==> src/rtl/uart_rx_pkg.sv <==
// Types shared by the serial byte receiver.
// Assumes nothing beyond synthesizable enumerations.
package uart_rx_pkg;
    typedef enum logic [1:0] {
        RX_IDLE = 2'd0,
        RX_DATA = 2'd1,
        RX_STOP = 2'd2
    } rx_state_e;
endpackage

==> src/rtl/uart_rx_line_filter.sv <==
// Synchronizes the raw serial line on the sampling strobe, then applies a
// saturating up/down counter with hysteresis to give a spike-free level.
// Assumes: tick is one clock wide; SYNC_STAGES >= 2; the line idles high.
module uart_rx_line_filter #(
    parameter int SYNC_STAGES = 2,
    parameter int CNT_W       = 2
) (
    input  logic clk,
    input  logic rst_n,
    input  logic tick,
    input  logic line_in,
    output logic line_filt
);
    localparam logic [CNT_W-1:0] CNT_MAX  = '1;
    localparam logic [CNT_W-1:0] CNT_MIN  = '0;
    localparam logic [CNT_W-1:0] CNT_STEP = CNT_W'(1);

    logic [SYNC_STAGES-1:0] sync_q;
    logic [CNT_W-1:0]       lvl_cnt;
    logic                   line_sync;

    assign line_sync = sync_q[SYNC_STAGES-1];

    // Purpose: shift the raw line through the synchronizer chain on each strobe.
    always_ff @(posedge clk) begin
        if (!rst_n)
            sync_q <= '1;
        else if (tick)
            sync_q <= {sync_q[SYNC_STAGES-2:0], line_in};
    end

    // Purpose: saturating count toward the synchronized line level.
    always_ff @(posedge clk) begin
        if (!rst_n)
            lvl_cnt <= CNT_MAX;
        else if (tick) begin
            if (line_sync && lvl_cnt != CNT_MAX)
                lvl_cnt <= lvl_cnt + CNT_STEP;
            else if (!line_sync && lvl_cnt != CNT_MIN)
                lvl_cnt <= lvl_cnt - CNT_STEP;
        end
    end

    // Purpose: flip the filtered level only when the counter rests on a rail.
    always_ff @(posedge clk) begin
        if (!rst_n)
            line_filt <= 1'b1;
        else if (tick) begin
            if (lvl_cnt == CNT_MIN)
                line_filt <= 1'b0;
            else if (lvl_cnt == CNT_MAX)
                line_filt <= 1'b1;
        end
    end


    filt_tick_gate_chk: assert property (@(posedge clk) disable iff (!rst_n)
        !$past(tick) |-> ($stable(sync_q) && $stable(lvl_cnt) && $stable(line_filt)));


    cnt_single_step_chk: assert property (@(posedge clk) disable iff (!rst_n)
        !$stable(lvl_cnt) |-> (lvl_cnt == $past(lvl_cnt) + CNT_STEP ||
                               lvl_cnt == $past(lvl_cnt) - CNT_STEP));


    filt_rail_only_chk: assert property (@(posedge clk) disable iff (!rst_n)
        !$stable(line_filt) |-> ($past(lvl_cnt) == CNT_MIN || $past(lvl_cnt) == CNT_MAX));
endmodule

==> src/rtl/uart_rx_bit_timer.sv <==
// Bit spacing counter: held at zero while the receiver is idle, and otherwise
// steps on every strobe. It flags a boundary once per OVERSAMPLE strobes.
// Assumes: run comes from the frame FSM; tick is one clock wide.
module uart_rx_bit_timer #(
    parameter int OVERSAMPLE = 8
) (
    input  logic clk,
    input  logic rst_n,
    input  logic tick,
    input  logic run,
    output logic boundary
);
    localparam int            SP_W    = $clog2(OVERSAMPLE);
    localparam logic [SP_W-1:0] SP_LAST = SP_W'(OVERSAMPLE - 1);
    localparam logic [SP_W-1:0] SP_STEP = SP_W'(1);

    logic [SP_W-1:0] spacing;

    // Purpose: count strobes within the current bit; clear while idle.
    always_ff @(posedge clk) begin
        if (!rst_n)
            spacing <= '0;
        else if (!run)
            spacing <= '0;
        else if (tick) begin
            if (spacing == SP_LAST)
                spacing <= '0;
            else
                spacing <= spacing + SP_STEP;
        end
    end

    assign boundary = tick && run && (spacing == SP_LAST);


    spacing_step_chk: assert property (@(posedge clk) disable iff (!rst_n)
        (tick && run && spacing != SP_LAST) |=> (spacing == $past(spacing) + SP_STEP));
endmodule

==> src/rtl/uart_rx_frame_fsm.sv <==
// Frame sequencer: detects the start from the filtered level, walks through
// the data bits and the stop bit on timer boundaries, shifts the data in
// least significant bit first, and pulses ready when the stop bit reads high.
// Assumes: line_filt is already synchronized and filtered; boundary implies tick.
module uart_rx_frame_fsm
    import uart_rx_pkg::*;
#(
    parameter int DATA_BITS = 8
) (
    input  logic                 clk,
    input  logic                 rst_n,
    input  logic                 tick,
    input  logic                 line_filt,
    input  logic                 boundary,
    output logic                 run,
    output logic [DATA_BITS-1:0] data_out,
    output logic                 ready
);
    localparam int               IDX_W    = $clog2(DATA_BITS);
    localparam logic [IDX_W-1:0] IDX_LAST = IDX_W'(DATA_BITS - 1);
    localparam logic [IDX_W-1:0] IDX_STEP = IDX_W'(1);

    rx_state_e       state;
    logic [IDX_W-1:0] bit_idx;

    assign run = (state != RX_IDLE);

    // Purpose: advance the frame state on strobes and bit boundaries.
    always_ff @(posedge clk) begin
        if (!rst_n) begin
            state   <= RX_IDLE;
            bit_idx <= '0;
        end else if (tick) begin
            case (state)
                RX_IDLE: begin
                    bit_idx <= '0;
                    if (!line_filt)
                        state <= RX_DATA;
                end
                RX_DATA: if (boundary) begin
                    if (bit_idx == IDX_LAST)
                        state <= RX_STOP;
                    else
                        bit_idx <= bit_idx + IDX_STEP;
                end
                RX_STOP: if (boundary)
                    state <= RX_IDLE;
                default: state <= RX_IDLE;
            endcase
        end
    end

    // Purpose: shift each data bit into the top so the first lands in bit 0.
    always_ff @(posedge clk) begin
        if (!rst_n)
            data_out <= '0;
        else if (boundary && state == RX_DATA)
            data_out <= {line_filt, data_out[DATA_BITS-1:1]};
    end

    // Purpose: one-clock ready when the stop bit reads high.
    always_ff @(posedge clk) begin
        if (!rst_n)
            ready <= 1'b0;
        else
            ready <= boundary && (state == RX_STOP) && line_filt;
    end


    fsm_tick_gate_chk: assert property (@(posedge clk) disable iff (!rst_n)
        !$past(tick) |-> ($stable(state) && $stable(data_out)));


    idle_exit_chk: assert property (@(posedge clk) disable iff (!rst_n)
        ($past(state) == RX_IDLE && state != RX_IDLE) |-> (state == RX_DATA && !$past(line_filt)));


    ready_single_chk: assert property (@(posedge clk) disable iff (!rst_n)
        ready |=> !ready);


    ready_at_stop_chk: assert property (@(posedge clk) disable iff (!rst_n)
        ready |-> ($past(state) == RX_STOP && state == RX_IDLE));


    low_stop_quiet_chk: assert property (@(posedge clk) disable iff (!rst_n)
        ready |-> $past(line_filt));
endmodule

==> src/rtl/uart_rx_os8.sv <==
// Top of the oversampling serial byte receiver: line filter, bit timer and
// frame sequencer in a chain. Assumes os_tick runs at OVERSAMPLE times the
// bit rate and is one clock wide; the frame has no parity and one stop bit.
module uart_rx_os8 #(
    parameter int DATA_BITS   = 8,
    parameter int OVERSAMPLE  = 8,
    parameter int SYNC_STAGES = 2,
    parameter int FILT_W      = 2
) (
    input  logic                 clk,
    input  logic                 rst_n,
    input  logic                 os_tick,
    input  logic                 rxd,
    output logic [DATA_BITS-1:0] rx_data,
    output logic                 rx_ready
);
    logic line_filt;
    logic boundary;
    logic run;

    uart_rx_line_filter #(
        .SYNC_STAGES (SYNC_STAGES),
        .CNT_W       (FILT_W)
    ) u_filter (
        .clk       (clk),
        .rst_n     (rst_n),
        .tick      (os_tick),
        .line_in   (rxd),
        .line_filt (line_filt)
    );

    uart_rx_bit_timer #(
        .OVERSAMPLE (OVERSAMPLE)
    ) u_timer (
        .clk      (clk),
        .rst_n    (rst_n),
        .tick     (os_tick),
        .run      (run),
        .boundary (boundary)
    );

    uart_rx_frame_fsm #(
        .DATA_BITS (DATA_BITS)
    ) u_fsm (
        .clk       (clk),
        .rst_n     (rst_n),
        .tick      (os_tick),
        .line_filt (line_filt),
        .boundary  (boundary),
        .run       (run),
        .data_out  (rx_data),
        .ready     (rx_ready)
    );
endmodule

==> config.mk <==
export PLATFORM = sky130hd
export DESIGN_NAME = uart_rx_os8
export DESIGN_NICKNAME = d
export VERILOG_FILES = /design/src/rtl/uart_rx_pkg.sv /design/src/rtl/uart_rx_line_filter.sv /design/src/rtl/uart_rx_bit_timer.sv /design/src/rtl/uart_rx_frame_fsm.sv /design/src/rtl/uart_rx_os8.sv
export SDC_FILE = /design/constraint.sdc
export NUM_CORES = 1
export LEC_CHECK = 0
export BUFFER_PORTS_ARGS = -buffer_cell sky130_fd_sc_hd__buf_2
export CORE_UTILIZATION = 54
export DETAILED_ROUTE_END_ITERATION = 10
export PLACE_DENSITY = 0.75
export SLEW_MARGIN = 20
export SYNTH_ARGS = -nofsm -noshare
export SYNTH_HDL_FRONTEND = slang
export SYNTH_SLANG_ARGS = --single-unit
==> constraint.sdc <==
create_clock -name clk -period 1.7 [get_ports clk]
set_input_delay 0 -clock clk [delete_from_list [all_inputs] [get_ports clk]]
set_output_delay 0 -clock clk [all_outputs]
set_load 0.03 [all_outputs]
==> results of run 1 <==
[logic make-up (layout without fill, tap and decap cells)]
group | Yosys count | count (layout) | share of synthesized area [%]
buf+inv | 6 | 18 | 3.008
flops | 22 | 22 | 44.11
simple gates | 46 | 46 | 23.81
compound gates | 18 | 18 | 12.53
mux | 9 | 9 | 9.023
fa+ha+maj | 6 | 6 | 7.519
[timing repair]
item | CTS | global route
gates resized for setup | 0 | 1
hold endpoints to repair | 1 | 0
endpoints found under the setup margin | 0 | 3
hold buffers | 1 | 0
[cell usage in the layout, fill, tap and decap left out, types with 3 or more instances in the layout]
master	count
buf_2	12
ha_1	6
o21ai_0	3
nand2b_1	4
mux2i_1	9
dfxtp_1	22
a21boi_1	9
nand2_1	22
clkbuf_4	3
nor2_1	5
[final timing paths]
check / start / to / slack [ns]
worst max-delay path: u_timer.spacing[0] / u_fsm.state[1] / 0.18
worst min-delay path: rst_n / u_filter.sync_q[1] / 0.03
worst max register to register: u_timer.spacing[0] / u_fsm.state[1] / 0.18
worst min register to register: u_fsm.data_out[0] / u_fsm.data_out[0] / 0.46
[final cells by class]
cell class / count / share of cell area [%]
Tap cell: 25 / 2.841
Multi-Input combinational cell: 79 / 48.07
Inverter: 2 / 0.6818
Timing Repair Buffer: 13 / 6.364
Sequential cell: 22 / 40.00
Clock buffer: 3 / 2.045
[stage by stage]
stage | std cells | worst slack (ns) | total power, W | instance area (um^2) | utilization [%]
final | 144 | 0.1823 | 0.0008658 | 1101 | 63.77
after global routing | 144 | 0.06774 | 0.0009217 | 1101 | 63.77
after CTS | 144 | 0.1425 | 0.0008763 | 1100 | 63.70
after detailed placement | 140 | 0.1646 | 0.0006504 | 1067 | 61.81
after global placement | 140 | 0.2493 | 0.0006460 | 1067 | 61.81
after floorplan | 107 | 0.2671 | 0.0006312 | 998.5 | -
[flip-flops by register name, indices dropped and copies added, names as in the netlist]
signal and cells:
u_fsm.ready 1, u_filter.lvl_cnt 2, u_filter.line_filt 1, u_fsm.state 2, u_timer.spacing 3, u_filter.sync_q 2, u_fsm.data_out 8, u_fsm.bit_idx 3
[worst reg2reg max path, delay by kind of cell, from the launching register on]
kind / cells / cell delay [ns]
and+or+nand+nor: 2 / 0.39
AOI/OAI and AO/OA: 1 / 0.20
DFF: 1 / 0.34
adders and majority gates: 2 / 0.49
[power by group through the flow]
stage          clock network [W]  registers (W)  logic (W)
2_1_floorplan                  0       0.000556  0.0000757
3_3_place_gp                   0       0.000559  0.0000872
3_5_place_dp                   0       0.000559  0.0000911
4_1_cts                 0.000235       0.000548  0.0000938
5_1_grt                 0.000263       0.000550   0.000108
6_report                0.000225       0.000548  0.0000927
[per-layer routing]
layer	global-route usage, %	wire (um)	vias up
met5	0	0	-
met4	9.091	41	0
met3	4.800	40	5
met2	30.14	756	12
met1	22.52	740	353
li1	-	-	399
==> impl_metrics.csv, run 1 <==
group,metric,value,unit
layout,num_antenna_cells,0,
layout,drive_gt1_share,15.13,%
synthesis,synth_fp_nets,117,
power,pwr-share-comb,10.7,%
route,wl_per_cell,10.97,um
clock_network,clockBufferDepth,2,
synthesis,synth.largest_area_cell,"dfxtp_1",
worst_setup_path,slowest_stage,"dfxtp_1",
synthesis,synth_flop_cell,"dfxtp_1",
worst_setup_path,cp_max_fo,9,
clock_network,cts-root-buf,"clkbuf_4",
synthesis,yosys_register_bits,22,
worst_hold_path,whs_path_depth,2,
layout,syn2layout_area_growth,10.28,%
floorplan,rows,15,
worst_setup_path,cp_num_cells,5,
sta,worstMarginPinSlew,0.3457,ns
power,swShare,23.73,%
power,p_sw,0.0002054,W
floorplan,boundaryPins,13,
sta,slew_violations,0,
synthesis,syn_inst,107,
worst_setup_path,path_class,"flip-flop to flip-flop",
route,drtIter0Drc,18,
sta,hold_slack,0.03074,ns
worst_setup_path,slowest_delay,0.34,ns
place,gp_congestion,0.6748,
global_routing,gr-usage-all-layers,18.52,%
floorplan,die_h,45,um
power,p_per_area,786.3,nW/um^2
floorplan,coreArea,1727,um^2
route,route.detailed.drc,0,
place,io_buffers,12,
clock_network,htreeDepth,1,
floorplan,initial_core_util,57.83,%
global_routing,grt_pass1_wl,2718,um
layout,fillers,165,
worst_setup_path,critical_path_buf_inv_count,0,
sta,min_period,1.518,ns
synthesis,synth_common_cells,"dfxtp_1, nand2_1, a21boi_1, mux2i_1, ha_1",
power,seq_power_share,63.3,%
sta,min_period_over_period,89.28,%
floorplan,die_w,45,um
clock_network,clock-sinks,22,
layout,nets,131,
worst_setup_path,crit_family,"adder cells",
route,drt_wl_total,1579,um
sta,finalSetupTns,0,ns
worst_setup_path,crit_chain,"ha_1, ha_1, and4b_2, a22oi_1, nor2b_1",
clock_network,cts_buffers,3,
worst_setup_path,worstRegToRegCells,5,
global_routing,overflow,0,
worst_setup_path,path_common_cell,"ha_1",
synthesis,synth_top_area_share,44.11,%
sta,relSlewSlack,76.63,%
place,dp_hpwl,1130,um
route,vias_per_cell,5.340,
synthesis,seq_area_frac_synth,44.11,%
synthesis,synthTopCellsByArea,"dfxtp_1, mux2i_1, nand2_1",
route,vias,769,
clock_network,cts_tree,"built",
sta,grt_setup_unrepaired,"false",
worst_setup_path,cp.required,1.90,ns
clock_network,clk_latency,0.30,ns
sta,clock_skew,0.0009965,ns
clock_network,postCtsSetupRepairBufs,0,
power,power.internal,0.0006603,W
route,ant_nets,0,
global_routing,grt_antenna_before_repair,0,
power,clkPwrFrac,26.0,%
sta,final_hold_viol_count,0,
synthesis,async_reset_ff_share,0,%
layout,multiInputGateArea,529.3,um^2
layout,seq_area,440.4,um^2
worst_setup_path,end_kind,"flip-flop",
worst_setup_path,critical_path_arrival,1.72,ns
synthesis,yosysUniqueCellTypes,27,
worst_hold_path,hold_class,"input pin to flip-flop",
clock_network,clk_pin_slew_worst_paths,0.11,ns
synthesis,synth.avg_cell_area,9.331,um^2
power,ir_worst_vdd,0.0003838,V
synthesis,synth_warnings,0,
run_status,status,"finished, final reports clean",
synthesis,syn-cell-area,998.5,um^2
route,first_pass_iters,5,
sta,setup_viol,0,
global_routing,grt_start_max_net_pins,24,
synthesis,synth_edf_count,0,
power,p_leak,0.5027,nW
floorplan,die_area,2025,um^2
global_routing,grt_pass1_vias,668,
run,max_cap_violations,0,
sta,fmax,0.6589,GHz
worst_setup_path,start_kind,"flip-flop",
Power figures use the tool's default switching activity.
==> run 2: changes to the inputs <==
--- a/config.mk
+++ b/config.mk
@@ -8,7 +8,7 @@
 export BUFFER_PORTS_ARGS = -buffer_cell sky130_fd_sc_hd__buf_2
 export CORE_UTILIZATION = 54
 export DETAILED_ROUTE_END_ITERATION = 10
-export PLACE_DENSITY = 0.75
+export PLACE_DENSITY = 0.84
 export SLEW_MARGIN = 20
 export SYNTH_ARGS = -nofsm -noshare
 export SYNTH_HDL_FRONTEND = slang
==> run 2 against run 1 <==
  * Die area stayed put
  * Clock power is 2% lower
  * Flip-flop and latch count stayed put
  * Register-to-register slack hardly changed
  * Non-clock buffer count stayed put
==> impl_metrics.csv, run 2 (synthesized netlist as in run 1, its figures left out) <==
group,metric,value,unit
sta,worstMarginPinSlew,0.3666,ns
worst_setup_path,r2r_start,"u_timer.spacing[0]",
sta,final_hold_viol_count,0,
layout,instances_no_fill,144,
sta,grt_setup_unrepaired,"false",
layout,drive_gt1_share,14.29,%
worst_setup_path,path_class,"flip-flop to flip-flop",
worst_setup_path,cp_max_fo,9,
layout,syn2layout_area_growth,10.15,%
place,io_buffers,12,
floorplan,die_w,45,um
layout,top_regs,"u_fsm.data_out x8, u_fsm.bit_idx x3, u_timer.spacing x3",
power,ir_worst_vdd,0.0004865,V
sta,min_period_over_period,88.80,%
sta,fmax,0.6625,GHz
sta,slew_violations,0,
power,power.total,0.0008612,W
worst_hold_path,hold_class,"input pin to flip-flop",
route,wl_per_cell,10.95,um
clock_network,cts_buffers,3,
worst_hold_path,worstHoldStart,"rst_n",
global_routing,gr-usage-all-layers,18.14,%
place,dp.cells,140,
worst_setup_path,critical_path_arrival,1.75,ns
layout,fillers,155,
clock_network,cts_tree,"built",
clock_network,cts_hold_buf,1,
clock_network,clk_latency,0.29,ns
floorplan,coreArea,1727,um^2
place,gp_congestion,0.7326,
sta,hold_slack,0.04560,ns
global_routing,grt_start_max_net_pins,24,
clock_network,clock-sinks,22,
worst_setup_path,reg2reg_to,"u_fsm.state[1]",
worst_hold_path,min_to,"u_filter.sync_q[1]",
sta,clock_skew,0.003887,ns
clock_network,cts-root-buf,"clkbuf_4",
worst_setup_path,reg2reg_slack,0.19,ns
floorplan,die_h,45,um
layout,seq_area,440.4,um^2
route,vias_per_cell,5.153,
global_routing,grt_pass1_vias,625,
layout,multiInputGateArea,528.0,um^2
route,ant_nets,0,
global_routing,grt_antenna_before_repair,0,
route,route.detailed.drc,0,
sta,setup_viol,0,
power,p_per_area,783.1,nW/um^2
clock_network,cts_resized,0,
worst_setup_path,end_kind,"flip-flop",
clock_network,clockBufferDepth,2,
floorplan,boundaryPins,13,
route,drtIter0Drc,6,
power,p_leak,0.5034,nW
route,vias,742,
worst_hold_path,whs_path_depth,2,
clock_network,htreeDepth,1,
layout,most-common-layout-cells,"nand2_1, dfxtp_1, buf_2",
global_routing,overflow,0,
layout,final_util,63.70,%
route,first_pass_iters,2,
worst_setup_path,worstRegToRegCells,5,
global_routing,grt_pass1_wl,2642,um
run_status,status,"finished, final reports clean",
sta,finalSetupTns,0,ns
layout,num_antenna_cells,0,
sta,relSlewSlack,75.22,%
clock_network,postCtsSetupRepairBufs,0,
worst_setup_path,start_kind,"flip-flop",
clock_network,clk_pin_slew_worst_paths,0.11,ns
route,drt_wl_total,1577,um
floorplan,die_area,2025,um^2
worst_setup_path,cp.required,1.94,ns
sta,min_period,1.510,ns
run,max_cap_violations,0,
floorplan,rows,15,
floorplan,initial_core_util,57.83,%
layout,nets,131,
layout,largest-register,"u_fsm.data_out",
place,dp_hpwl,1157,um
layout,largest_reg_flops,8,
run 2: how the worst max path moves through the flow:
stage,slack (ns),end,cells past startpoint,from
6_report,0.19,u_fsm.state[1],5,u_timer.spacing[0]
4_1_cts,0.17,u_fsm.state[1],5,u_timer.spacing[0]
5_1_grt,0.04,u_fsm.state[1],5,u_timer.spacing[0]
3_3_place_gp,0.26,u_fsm.state[1],5,u_timer.spacing[0]
3_5_place_dp,0.20,u_fsm.state[1],5,u_timer.spacing[0]
2_1_floorplan,0.27,u_fsm.state[1],6,u_timer.spacing[0]
run 2: cell type report:
| cell class | count | area share [%] |
|---|---|---|
| multi-input combinational | 79 | 48.01 |
| inverter | 2 | 0.6826 |
| sequential | 22 | 40.05 |
| timing repair buffer | 13 | 6.371 |
| tap | 25 | 2.844 |
| clock buffer | 3 | 2.048 |
run 2: worst max-delay path: stages, from the launching register on:
cell	delay (ns)
dfxtp_1	0.38
ha_1	0.16
ha_1	0.27
and4b_1	0.40
a22oi_1	0.13
nor2b_1	0.12
run 2: per-stage QoR:
| stage | worst slack, ns | area, um^2 |
|---|---|---|
| floorplan | 0.2671 | 998.5 |
| detailed placement | 0.2004 | 1067 |
| finish | 0.1905 | 1100 |
| global route | 0.04274 | 1100 |
| global placement | 0.2554 | 1067 |
| CTS | 0.1708 | 1100 |
run 2: report_power, final:
part           total [W]  internal, W  switching (W)
Sequential      0.000549     0.000531      0.0000182
Combinational  0.0000923    0.0000467      0.0000455
Clock           0.000220    0.0000824       0.000137
Total           0.000861     0.000660       0.000201
run 2: layer usage:
layer,GRT usage (%),routed length (um)
met4,9.091,14
met2,31.88,779
met5,0,0
met1,20.70,734
met3,3.600,48
